`src/rtl/mmio_dec_pkg.sv`:
```
package mmio_dec_pkg;

    localparam int unsigned NTGT     = 4;
    localparam int unsigned SIZE_W   = 3;
    localparam int unsigned MAX_LOG2 = 3;

    localparam int unsigned TGT_RAM   = 0;
    localparam int unsigned TGT_ROM   = 1;
    localparam int unsigned TGT_TIMER = 2;
    localparam int unsigned TGT_HOST  = 3;

    typedef enum logic [1:0] {
        KIND_FETCH = 2'd0,
        KIND_LOAD  = 2'd1,
        KIND_STORE = 2'd2,
        KIND_AMO   = 2'd3
    } acc_kind_e;

    typedef enum logic [1:0] {
        FLT_NONE  = 2'd0,
        FLT_INSTR = 2'd1,
        FLT_LOAD  = 2'd2,
        FLT_STAMO = 2'd3
    } flt_code_e;

    typedef struct packed {
        logic [NTGT-1:0] sel;
        logic            mem;
        logic            fault;
        logic [1:0]      code;
    } dec_t;

endpackage

```
`src/rtl/mmio_window_match.sv`:
```
module mmio_window_match #(
    parameter int unsigned AW   = 32,
    parameter logic [AW:0] BASE = '0,
    parameter logic [AW:0] SIZE = '0
) (
    input  logic [AW-1:0] addr_i,
    input  logic [AW:0]   nbytes_i,
    output logic          hit_o
);
    localparam int unsigned EW = AW + 2;
    localparam logic [EW-1:0] LO_X  = {1'b0, BASE};
    localparam logic [EW-1:0] END_X = {1'b0, BASE} + {1'b0, SIZE};

    logic [EW-1:0] start_x;
    logic [EW-1:0] stop_x;

    always_comb begin
        start_x = {2'b00, addr_i};
        stop_x  = start_x + {1'b0, nbytes_i};
        hit_o   = (start_x >= LO_X) && (stop_x <= END_X);
    end
endmodule

```
`src/rtl/mmio_host_match.sv`:
```
module mmio_host_match #(
    parameter int unsigned AW        = 32,
    parameter logic [AW-1:0] HOST_BASE = '0
) (
    input  logic [AW-1:0] addr_i,
    input  logic [2:0]    size_i,
    input  logic          size_ok_i,
    output logic          hit_o
);
    localparam logic [AW:0] LO_X = {1'b0, HOST_BASE};
    localparam logic [AW:0] HI_X = {1'b0, HOST_BASE} + (AW+1)'(4);

    logic at_lo;
    logic at_hi;

    always_comb begin
        at_lo = ({1'b0, addr_i} == LO_X);
        at_hi = ({1'b0, addr_i} == HI_X) && (size_i == 3'd2);
        hit_o = size_ok_i && (at_lo || at_hi);
    end
endmodule

```
`src/rtl/mmio_fault_class.sv`:
```
module mmio_fault_class
    import mmio_dec_pkg::*;
(
    input  logic [1:0] kind_i,
    input  logic       miss_i,
    output logic [1:0] code_o
);
    always_comb begin
        code_o = FLT_NONE;
        if (miss_i) begin
            unique case (acc_kind_e'(kind_i))
                KIND_FETCH: code_o = FLT_INSTR;
                KIND_LOAD:  code_o = FLT_LOAD;
                default:    code_o = FLT_STAMO;
            endcase
        end
    end
endmodule

```
`src/rtl/mmio_addr_decoder.sv`:
```
module mmio_addr_decoder
    import mmio_dec_pkg::*;
#(
    parameter int unsigned   AW         = 32,
    parameter logic [AW-1:0] RAM_BASE   = 32'h8000_0000,
    parameter logic [AW:0]   RAM_SIZE   = 33'h0_8000_0000,
    parameter logic [AW-1:0] ROM_BASE   = 32'h0000_1000,
    parameter logic [AW:0]   ROM_SIZE   = 33'h0_0000_1000,
    parameter logic [AW-1:0] TIMER_BASE = 32'h0200_0000,
    parameter logic [AW:0]   TIMER_SIZE = 33'h0_0000_C000,
    parameter logic [AW-1:0] HOST_BASE  = 32'h4000_0000
) (
    input  logic [AW-1:0] addr_i,
    input  logic [2:0]    size_i,
    input  logic [1:0]    kind_i,
    output logic [3:0]    tgt_sel_o,
    output logic          mem_hit_o,
    output logic          fault_o,
    output logic [1:0]    fault_code_o
);
    localparam int unsigned NWIN = 3;
    localparam logic [AW:0] WIN_BASE [NWIN] = '{
        {1'b0, RAM_BASE}, {1'b0, ROM_BASE}, {1'b0, TIMER_BASE}
    };
    localparam logic [AW:0] WIN_SIZE [NWIN] = '{RAM_SIZE, ROM_SIZE, TIMER_SIZE};

    logic            size_ok;
    logic [AW:0]     nbytes;
    logic [NWIN-1:0] win_hit;
    logic            host_hit;
    logic [1:0]      code;
    dec_t            dec_d;

    always_comb begin
        size_ok = (size_i <= SIZE_W'(MAX_LOG2));
        nbytes  = (AW+1)'(1) << size_i[1:0];
    end

    for (genvar g = 0; g < NWIN; g++) begin : g_win
        logic raw_hit;
        mmio_window_match #(
            .AW   (AW),
            .BASE (WIN_BASE[g]),
            .SIZE (WIN_SIZE[g])
        ) u_match (
            .addr_i   (addr_i),
            .nbytes_i (nbytes),
            .hit_o    (raw_hit)
        );
        assign win_hit[g] = raw_hit && size_ok;
    end

    mmio_host_match #(
        .AW        (AW),
        .HOST_BASE (HOST_BASE)
    ) u_host (
        .addr_i    (addr_i),
        .size_i    (size_i),
        .size_ok_i (size_ok),
        .hit_o     (host_hit)
    );

    // Ordered claim: RAM, ROM, timer, host port.
    always_comb begin
        dec_d = '0;
        if (win_hit[0])      dec_d.sel[TGT_RAM]   = 1'b1;
        else if (win_hit[1]) dec_d.sel[TGT_ROM]   = 1'b1;
        else if (win_hit[2]) dec_d.sel[TGT_TIMER] = 1'b1;
        else if (host_hit)   dec_d.sel[TGT_HOST]  = 1'b1;
        dec_d.mem   = win_hit[0] || win_hit[1];
        dec_d.fault = !(|win_hit) && !host_hit;
        dec_d.code  = code;
    end

    mmio_fault_class u_class (
        .kind_i (kind_i),
        .miss_i (dec_d.fault),
        .code_o (code)
    );

    assign tgt_sel_o    = dec_d.sel;
    assign mem_hit_o    = dec_d.mem;
    assign fault_o      = dec_d.fault;
    assign fault_code_o = dec_d.code;
endmodule

```
`config.mk`:
```
export PLATFORM = sky130hd
export DESIGN_NAME = mmio_addr_decoder
export DESIGN_NICKNAME = d
export VERILOG_FILES = /design/src/rtl/mmio_dec_pkg.sv /design/src/rtl/mmio_window_match.sv /design/src/rtl/mmio_host_match.sv /design/src/rtl/mmio_fault_class.sv /design/src/rtl/mmio_addr_decoder.sv
export SDC_FILE = /design/constraint.sdc
export NUM_CORES = 1
export LEC_CHECK = 0
export BUFFER_PORTS_ARGS = -buffer_cell sky130_fd_sc_hd__buf_2
export CAP_MARGIN = 20
export CELL_PAD_IN_SITES_DETAIL_PLACEMENT = 2
export CELL_PAD_IN_SITES_GLOBAL_PLACEMENT = 2
export CORE_UTILIZATION = 33
export DETAILED_ROUTE_END_ITERATION = 7
export PLACE_DENSITY = 0.86
export SLEW_MARGIN = 15
export SYNTH_ARGS = -nofsm -noshare
export SYNTH_HDL_FRONTEND = slang
export SYNTH_HIERARCHICAL = 1
export SYNTH_SLANG_ARGS = --single-unit
```
`constraint.sdc`:
```
create_clock -name vclk -period 4.1
set_input_delay 0.41 -clock vclk [all_inputs]
set_output_delay 0.41 -clock vclk [all_outputs]
set_load 0.1 [all_outputs]
```
==> results of run 1 <==
repair_timing:
item                                    4_1_cts
hold buffers                                  0
pin swaps                                    31
gates resized for setup                      66
buffers inserted                             16
endpoints found under the setup margin        8
stage by stage:
stage,hold WS [ps],worst slack (ps),std cells,util,setup TNS [ps]
3_3_place_gp,1240,-861.9,1496,0.4703,-5249
2_1_floorplan,921.9,-702.9,1019,-,-3250
4_1_cts,1166,-732.3,1511,0.4926,-5225
3_5_place_dp,1249,-1222,1496,0.4703,-9004
cells by family after synthesis:
group | after synthesis | share of synthesized area
compound gates | 364 | 0.3931
xor+xnor | 52 | 0.07069
fa+ha+maj | 99 | 0.1958
buf+inv | 67 | 0.04525
mux | 10 | 0.01612
other cells | 1 | 0.0005821
simple gates | 334 | 0.2785
routing by layer:
metal	overflow	global-route usage
met1	0	0.7267
met2	64	0.9528
met3	8	0.5386
met4	56	0.8319
met5	0	0.08020
==> impl_metrics.json, run 1 <==
{
  "synth_top_cells_by_area": "ha_1, a21oi_1, nand2_1, xnor2_1, o21ai_0",
  "syn_inst": 927,
  "antenna_found_initial": 7,
  "synth_top_area_frac": 0.1864,
  "haltStage": "global routing (5_1_grt)",
  "placementRows": 50,
  "postSynthAreaPerCell_um2": 6.950,
  "synth_top_cell_by_area": "ha_1",
  "seq_area_frac_synth": 0,
  "gp_congestion": 0.9364,
  "portBuffers": 45,
  "status": "did not finish",
  "die_y_um": 141.7,
  "yosysMostFrequentCell": "a21oi_1",
  "pin_count": 45,
  "synthTopCellsByCount": "a21oi_1, ha_1, nand2_1, nor2_1, o21ai_0",
  "grt_use_total": 0.7442,
  "post-dp-hpwl_um": 34230,
  "ys_warn_count": 6,
  "grt_overflow": 128,
  "worst_path_end_type": "top-level output",
  "tool.error": "[ERROR GRT-0232] Routing congestion too high. Check the congestion heatmap in the GUI.",
  "initial_core_util": 0.3410,
  "die_x_um": 141.7,
  "synthesis.area_um2": 6442,
  "grt-worst-endpoint": "fault_code_o[0]",
  "synthDistinctLibCells": 96,
  "placed_cell_area_um2": 8886,
  "grt_max_degree": 14
}
==> inputs of run 2 (changes only) <==
- CELL_PAD_IN_SITES_DETAIL_PLACEMENT: 2 -> unset
- CELL_PAD_IN_SITES_GLOBAL_PLACEMENT: 2 -> unset
- CORE_UTILIZATION: 33 -> 40
- PLACE_DENSITY: 0.86 -> unset
- PLACE_DENSITY_LB_ADDON: unset -> 0.15
- clock period: 4.1 -> 5.35 ns (I/O delays scaled with it)
==> run 2 against run 1 <==
Synthesized cell count did not move. The flow now finishes without violations. Synthesized area did not move.
==> impl_metrics.json, run 2 <==
{
  "critPathLaunchType": "input pin",
  "synth_top_area_frac": 0.1864,
  "die_x_um": 128.9,
  "pin_count": 45,
  "setup_viol": 0,
  "cp_slowest_cell": "or4_4",
  "first_pass_iters": 5,
  "synth_top_cell_by_area": "ha_1",
  "ctsHoldBuffers": 0,
  "grt_use_total": 0.2523,
  "vdd_drop_max_uv": 39.67,
  "postCtsSetupBuffers": 0,
  "tns_ps": 0,
  "hold_depth": 3,
  "seq_area_um2": 0,
  "dp_slack_ps": -78.32,
  "layout_commonest_cell": "a21oi_1",
  "path_delay_family": "simple AND/OR/NAND/NOR gates",
  "viasPerCell": 5.924,
  "grt_pass1_vias": 6512,
  "antenna_found_initial": 0,
  "crit_end": "fault_code_o[0]",
  "finalHoldViolations": 0,
  "critPathMaxFanout": 5,
  "drt_iter0_drc": 426,
  "timing.fmax_mhz": 193.8,
  "holdCritPathClass": "input pin to primary output",
  "antenna_left": 0,
  "grt_pass1_wl_um": 33790,
  "cap_violations": 0,
  "drt-total-wl_um": 21440,
  "syn_inst": 927,
  "fp.coreArea_um2": 15830,
  "fin_util": 0.4628,
  "drc": 0,
  "path_cells": "buf_2, nor2b_1, ha_1, a21o_1, a221oi_2, or4b_4, a211oi_2, or3_2, a221o_1, nor3_2, a41oi_1, or4_4, nor4_4, buf_4, or3_4, a21oi_4, a21boi_4, buf_6",
  "timing.hold.ws_ps": 1408,
  "worst_ep_arrival_time_ps": 4630,
  "crit_path_end_kind": "primary output",
  "cp.required_ps": 4820,
  "ys_warn_count": 6,
  "synthDistinctLibCells": 96,
  "seq_area_frac_synth": 0,
  "post-route-period-util": 0.9646,
  "crit_start": "size_i[1]",
  "dp.cells": 1252,
  "layout_setup_ws_ps": 189.3,
  "critical_path.max_stage_delay_ps": 580,
  "min_period_ps": 5161,
  "layout.cells.non_filler": 1252,
  "initial_core_util": 0.4070,
  "die_y_um": 128.9,
  "p_leak_nw": 3.119,
  "fin_nets": 1174,
  "grt_max_degree": 15,
  "yosysMostFrequentCell": "a21oi_1",
  "gp_congestion": 0.9044,
  "layout-drive-gt1-share": 0.1110,
  "postSynthAreaPerCell_um2": 6.950,
  "synthTopCellsByCount": "a21oi_1, ha_1, nand2_1, nor2_1, o21ai_0",
  "cp.depth": 18,
  "layout_common_cells": "a21oi_1, ha_1, conb_1",
  "fin_area_um2": 7325,
  "report.final.slew_viol_count": 0,
  "portBuffers": 45,
  "power.density_nw_per_um2": 121.7,
  "dieArea_um2": 16620,
  "power.total_uw": 891.3,
  "nFlopsAndLatches": 0,
  "synth_top_cells_by_area": "ha_1, a21oi_1, nand2_1, xnor2_1, o21ai_0",
  "placementRows": 46,
  "syn_to_final_growth_pct": 13.69,
  "max_slew_margin": 0.5611,
  "clkbuf_count": 0,
  "cp_num_buf_inv": 3,
  "synthesis.area_um2": 6442,
  "wl_per_cell_um": 17.13,
  "routed-via-count": 7417,
  "status": "complete, no violations",
  "worstSetupPathType": "input pin to primary output",
  "grt_overflow": 0,
  "placed_cell_area_um2": 7266,
  "post-dp-hpwl_um": 17600,
  "tightest_slew_ps": 649.2,
  "diodes": 0
}
run 2: logic make-up (layout without fill, tap and decap cells):
group | count (synthesis) | count (layout) | share of synthesized area
simple gates | 334 | 334 | 0.2785
other cells | 1 | 93 | 0.0005821
xor+xnor | 52 | 52 | 0.07069
mux | 10 | 10 | 0.01612
compound gates | 364 | 364 | 0.3931
fa+ha+maj | 99 | 99 | 0.1958
buf+inv | 67 | 84 | 0.04525
run 2: power breakdown:
| group | internal, mW | leakage (nW) | switching, mW |
|---|---|---|---|
| Clock | 0 | 0 | 0 |
| Combinational | 0.342 | 3.12 | 0.549 |
| Sequential | 0 | 0 | 0 |
| Total | 0.342 | 3.12 | 0.549 |
run 2: final cells by class:
| class | instances | area, um^2 |
|---|---|---|
| fillers | 1691 | 8503 |
| multi-input cells | 952 | 6580 |
| repair buffers | 57 | 372.9 |
| well taps | 216 | 270.3 |
| inverters | 27 | 101.3 |
run 2: tightest hold or removal path, stage by stage:
cell and delay [ps]:
buf_2 110, a21boi_4 50, buf_6 180
run 2: timing repair:
action	CTS	global route
resized for setup	5	11
pin swaps	1	4
endpoints found under the setup margin	2	5
run 2: worst min path at each step:
stage / from / endpoint / slack [ps]
after detailed placement: size_i[2] / tgt_sel_o[0] / 1480
after CTS: kind_i[0] / fault_code_o[0] / 1450
after global routing: kind_i[0] / fault_code_o[0] / 1420
final: kind_i[0] / fault_code_o[0] / 1410
after floorplan: kind_i[0] / fault_code_o[0] / 1230
after global placement: size_i[2] / tgt_sel_o[0] / 1490
run 2: layer usage:
metal	share of wire	global-route usage
met1	0.49	0.3770
met2	0.45	0.4079
met3	0.054	0.01455
met4	0.0068	0.02284
met5	0	0
No activity file was read; power rests on OpenSTA's default activity.
==> inputs of run 3 (changes only) <==
- PLACE_DENSITY: unset -> 0.69
- PLACE_DENSITY_LB_ADDON: 0.15 -> unset
- clock period: 5.35 -> 6 ns (I/O delays scaled with it)
==> run 3 against run 2 <==
Sequential share of layout area unchanged. First-iteration DRC count increased by 57%. Worst hold slack improved by 230 ps. Setup slack improved by 220 ps. Critical path depth unchanged. Power decreased by 14%. Sequential cell count unchanged. Combinational power decreased by 14%. Final cell count decreased by 0.80%. Count of clock-buffer cells in the layout unchanged. Utilization decreased by 1.3 points. Cell area decreased by 2.8%.
==> impl_metrics.json, run 3 (same netlist as run 2, synthesis figures left out) <==
{
  "worst_path_most_repeated_cell": "buf_2",
  "layout_common_cells": "a21oi_1, ha_1, conb_1",
  "drt-total-wl_um": 20710,
  "grt_max_degree": 15,
  "critPathLaunchType": "input pin",
  "fin_nets": 1163,
  "seq_area_um2": 0,
  "grt_use_total": 0.2483,
  "status": "complete, no violations",
  "switching_power_uw": 478.9,
  "die_y_um": 128.9,
  "crit_end": "fault_code_o[0]",
  "antenna_left": 0,
  "crit_path_end_kind": "primary output",
  "drc": 0,
  "grt_pass1_wl_um": 33570,
  "power.density_nw_per_um2": 108.2,
  "pin_count": 45,
  "power.share.clock": 0,
  "fin_area_um2": 7121,
  "layout_commonest_cell": "a21oi_1",
  "clkbuf_count": 0,
  "crit_start": "size_i[1]",
  "finalHoldViolations": 0,
  "report.final.slew_viol_count": 0,
  "critical_path.max_stage_delay_ps": 560,
  "worst_ep_arrival_time_ps": 4990,
  "antenna_found_initial": 1,
  "layout-drive-gt1-share": 0.08878,
  "power.total_uw": 770.3,
  "viasPerCell": 6.030,
  "dp.cells": 1241,
  "layout.cells.non_filler": 1242,
  "intPower_uw": 291.4,
  "setup_viol": 0,
  "max_slew_margin": 0.6087,
  "die_x_um": 128.9,
  "gp_congestion": 0.9741,
  "drt_iter0_drc": 669,
  "critPathMaxFanout": 5,
  "cp.required_ps": 5400,
  "syn_to_final_growth_pct": 10.53,
  "dieArea_um2": 16620,
  "holdCritPathClass": "input pin to primary output",
  "timing.fmax_mhz": 179.0,
  "multi_input_area_um2": 6514,
  "tightest_slew_ps": 580.8,
  "p_leak_nw": 3.045,
  "vdd_drop_max_uv": 30.69,
  "placed_cell_area_um2": 7116,
  "wl_per_cell_um": 16.67,
  "first_pass_iters": 5,
  "cap_violations": 0,
  "post-dp-hpwl_um": 17100,
  "ctsHoldBuffers": 0,
  "rsz0062_at_grt": "no",
  "combinationalPowerShare": 1.000,
  "grt_pass1_vias": 6718,
  "post-route-period-util": 0.9313,
  "initial_core_util": 0.4070,
  "p_sw_frac": 0.6217,
  "seqPwrFrac": 0,
  "tns_ps": 0,
  "nFlopsAndLatches": 0,
  "routed-via-count": 7489,
  "portBuffers": 45,
  "fp.coreArea_um2": 15830,
  "fillers": 1682,
  "cp_slowest_cell": "or4_1",
  "cts_resized": 0,
  "postCtsSetupBuffers": 0,
  "min_period_ps": 5588,
  "grt_overflow": 0,
  "path_cells": "buf_2, nor2_1, ha_1, fa_1, a21o_1, a221oi_2, or4b_4, a211oi_1, or3_2, a221o_1, nor3_2, a41oi_1, or4_1, nor4_2, or3_1, a21oi_2, a21boi_4, buf_2",
  "worstSetupPathType": "input pin to primary output",
  "placementRows": 46
}
[run 3: cell types whose count changed in the layout (fill, tap and decap cells not counted), moves of 2 or more]
cell and change:
buf_12 -3, nor2_1 +2, a211oi_1 +2, buf_4 -11, buf_2 +5, a211oi_2 -2
buf_6 -2, nor2_2 -2
[run 3: per-stage QoR]
| step | worst slack [ps] | hold slack, ps | util |
|---|---|---|---|
| final | 412.0 | 1639 | 0.4499 |
| after global routing | 121.6 | 1661 | 0.4497 |
| after CTS | 277.7 | 1641 | 0.4496 |
| after detailed placement | 280.2 | 1641 | 0.4496 |
| after global placement | 400.7 | 1638 | 0.4496 |
| after floorplan | 35.77 | 1360 | - |
[run 3: final cells by class]
type,count,area share
Antenna cell,1,0.0003514
Inverter,27,0.01423
Multi-Input combinational cell,952,0.9148
Tap cell,216,0.03795
Timing Repair Buffer,46,0.03268
[run 3: power groups by stage]
stage	sequential, mW	clock [mW]	combinational [mW]
detailed placement	0	0	0.719
global placement	0	0	0.718
global route	0	0	0.849
CTS	0	0	0.722
finish	0	0.0000000223	0.770
floorplan	0	0	0.583
[run 3: metal layers]
metal	vias to the layer above	wire length, um	global-route usage
li1	3734	-	-
met1	3420	9927	0.3487
met2	291	9029	0.4156
met3	44	1175	0.01289
met4	0	578	0.05606
met5	-	0	0
[run 3: how the worst min path moves through the flow]
| stage | from | to | slack [ps] | cells after the start |
|---|---|---|---|---|
| final | kind_i[0] | fault_code_o[0] | 1640 | 3 |
| after global routing | kind_i[0] | fault_code_o[0] | 1660 | 3 |
| after CTS | kind_i[0] | fault_code_o[0] | 1640 | 3 |
| after detailed placement | kind_i[0] | fault_code_o[0] | 1640 | 3 |
| after global placement | kind_i[0] | fault_code_o[0] | 1640 | 3 |
| after floorplan | kind_i[0] | fault_code_o[0] | 1360 | 1 |
[run 3: worst max-delay path, delay by kind of cell]
kind | cells | cell delay, ps
AND/OR/NAND/NOR | 7 | 2040
AO/OA/AOI/OAI | 7 | 1330
buffers and inverters | 2 | 400
adder cells (fa/ha/maj) | 2 | 610
==> inputs of run 4 (changes only) <==
- CORE_UTILIZATION: 40 -> 50
- PLACE_DENSITY: 0.69 -> 0.8
==> run 4 against run 3 <==
Fmax down 1.6%. Combinational power grew 0.5%. Largest power group unchanged. Highest routed layer unchanged. Sequential share of layout area unchanged. Sequential cell count is the same. Count of clock-buffer cells in the layout unchanged. Final cell count shrank 3.6%. Worst hold slack better by 32 ps. Global-route usage grew 4.8 points.
==> impl_metrics.json, run 4 (same netlist as run 2, synthesis figures left out) <==
{
  "intPower_uw": 291.9,
  "max_slew_margin": 0.5735,
  "drt-total-wl_um": 20250,
  "report.final.slew_viol_count": 0,
  "routed-via-count": 7639,
  "fillers": 1270,
  "path_cells": "buf_2, nor2_1, ha_1, fa_1, a21o_1, a221oi_2, or4b_4, a211oi_1, or3_2, a221o_1, nor3_2, a41oi_1, or4_1, nor4_4, or3_1, a21oi_2, a21boi_4, buf_2",
  "status": "complete, no violations",
  "dieArea_um2": 13340,
  "crit_end": "fault_code_o[0]",
  "antenna_left": 0,
  "grt_use_total": 0.2959,
  "grt_pass1_wl_um": 32200,
  "tightest_slew_ps": 633.0,
  "seqPwrFrac": 0,
  "cp_slowest_cell": "or4_1",
  "seq_area_um2": 0,
  "power.share.clock": 0,
  "placementRows": 41,
  "initial_core_util": 0.5126,
  "syn_to_final_growth_pct": 9.769,
  "critPathMaxFanout": 5,
  "postCtsSetupBuffers": 0,
  "diodes": 0,
  "crit_path_end_kind": "primary output",
  "portBuffers": 45,
  "antenna_found_initial": 0,
  "combinationalPowerShare": 1.000,
  "use_met1": 0.4070,
  "grt_overflow": 0,
  "worstSetupPathType": "input pin to primary output",
  "worst_path_most_repeated_cell": "buf_2",
  "die_x_um": 115.5,
  "critPathLaunchType": "input pin",
  "p_sw_frac": 0.6228,
  "tns_ps": 0,
  "nFlopsAndLatches": 0,
  "cap_violations": 0,
  "post-dp-hpwl_um": 16520,
  "min_period_ps": 5677,
  "grtUsageMet3": 0.02772,
  "cp.required_ps": 5400,
  "power.total_uw": 773.8,
  "grt_max_degree": 15,
  "fp.coreArea_um2": 12570,
  "busiest_layer": "met2",
  "p_leak_nw": 3.046,
  "holdCritPathClass": "input pin to primary output",
  "drc": 0,
  "switching_power_uw": 481.9,
  "timing.fmax_mhz": 176.1,
  "grt_pass1_vias": 6668,
  "crit_start": "size_i[1]",
  "pin_count": 45,
  "layout_common_cells": "a21oi_1, ha_1, conb_1",
  "first_pass_iters": 5,
  "layout_commonest_cell": "a21oi_1",
  "critical_path.max_stage_delay_ps": 610,
  "viasPerCell": 6.382,
  "gp_congestion": 0.9661,
  "die_y_um": 115.5,
  "clkbuf_count": 0,
  "vdd_drop_max_uv": 42.29,
  "worst_ep_arrival_time_ps": 5080,
  "layout-drive-gt1-share": 0.08878,
  "rsz0062_at_grt": "no",
  "post-route-period-util": 0.9462,
  "wl_per_cell_um": 16.91,
  "grt.met2_usage": 0.4866,
  "setup_viol": 0,
  "drt_iter0_drc": 634,
  "fin_nets": 1163,
  "power.density_nw_per_um2": 109.4,
  "finalHoldViolations": 0
}
[run 4: cell count changes in the layout (fill, tap and decap cells not counted)]
cell,delta
diode_2,-1
nor4_4,+1
nor4_2,-1
[run 4: layout make-up]
cell class	instances	area [um^2]	share of cell area
repair buffers	46	232.7	0.03291
multi-input cells	952	6523	0.9223
inverters	27	101.3	0.01433
well taps	172	215.2	0.03043
[run 4: timing repair]
item	CTS	global route
hold buffers	0	0
gates resized for setup	0	2
endpoints found under the setup margin	0	5
[run 4: worst min-delay path by stage]
| stage | from | end | slack, ps | depth (start not counted) |
|---|---|---|---|---|
| finish | kind_i[0] | fault_code_o[0] | 1670 | 3 |
| global route | kind_i[0] | fault_code_o[0] | 1680 | 3 |
| CTS | kind_i[0] | fault_code_o[0] | 1670 | 3 |
| detailed placement | kind_i[0] | fault_code_o[0] | 1660 | 3 |
| global placement | kind_i[0] | fault_code_o[0] | 1670 | 3 |
| floorplan | kind_i[0] | fault_code_o[0] | 1360 | 1 |
[run 4: metal layers]
metal  routed length [um]  up-vias
met1                 9187     3517
li1                     -     3742
met5                    0        -
met3                 1664       49
met4                  688        0
met2                 8706      331
[run 4: critical path: cells and delay by family]
| kind | cells | cell delay, ps |
|---|---|---|
| AOI/OAI and AO/OA | 7 | 1370 |
| adders and majority gates | 2 | 620 |
| buffers and inverters | 2 | 410 |
| and+or+nand+nor | 7 | 2070 |
[run 4: per-stage QoR]
stage	area (um^2)	instances	util	hold WS, ps	setup WS [ps]
2_1_floorplan	6803	1019	-	1360	35.77
3_3_place_gp	7061	1197	0.5618	1669	322.6
3_5_place_dp	7061	1197	0.5618	1665	172.0
4_1_cts	7061	1197	0.5618	1665	157.3
5_1_grt	7072	1197	0.5627	1679	68.13
6_report	7072	1197	0.5627	1671	323.0
[run 4: power by group through the flow]
stage / clock network, mW / logic [mW] / registers (mW)
global route: 0 / 0.847 / 0
detailed placement: 0 / 0.715 / 0
finish: 0 / 0.774 / 0
floorplan: 0 / 0.583 / 0
global placement: 0 / 0.710 / 0
CTS: 0 / 0.718 / 0
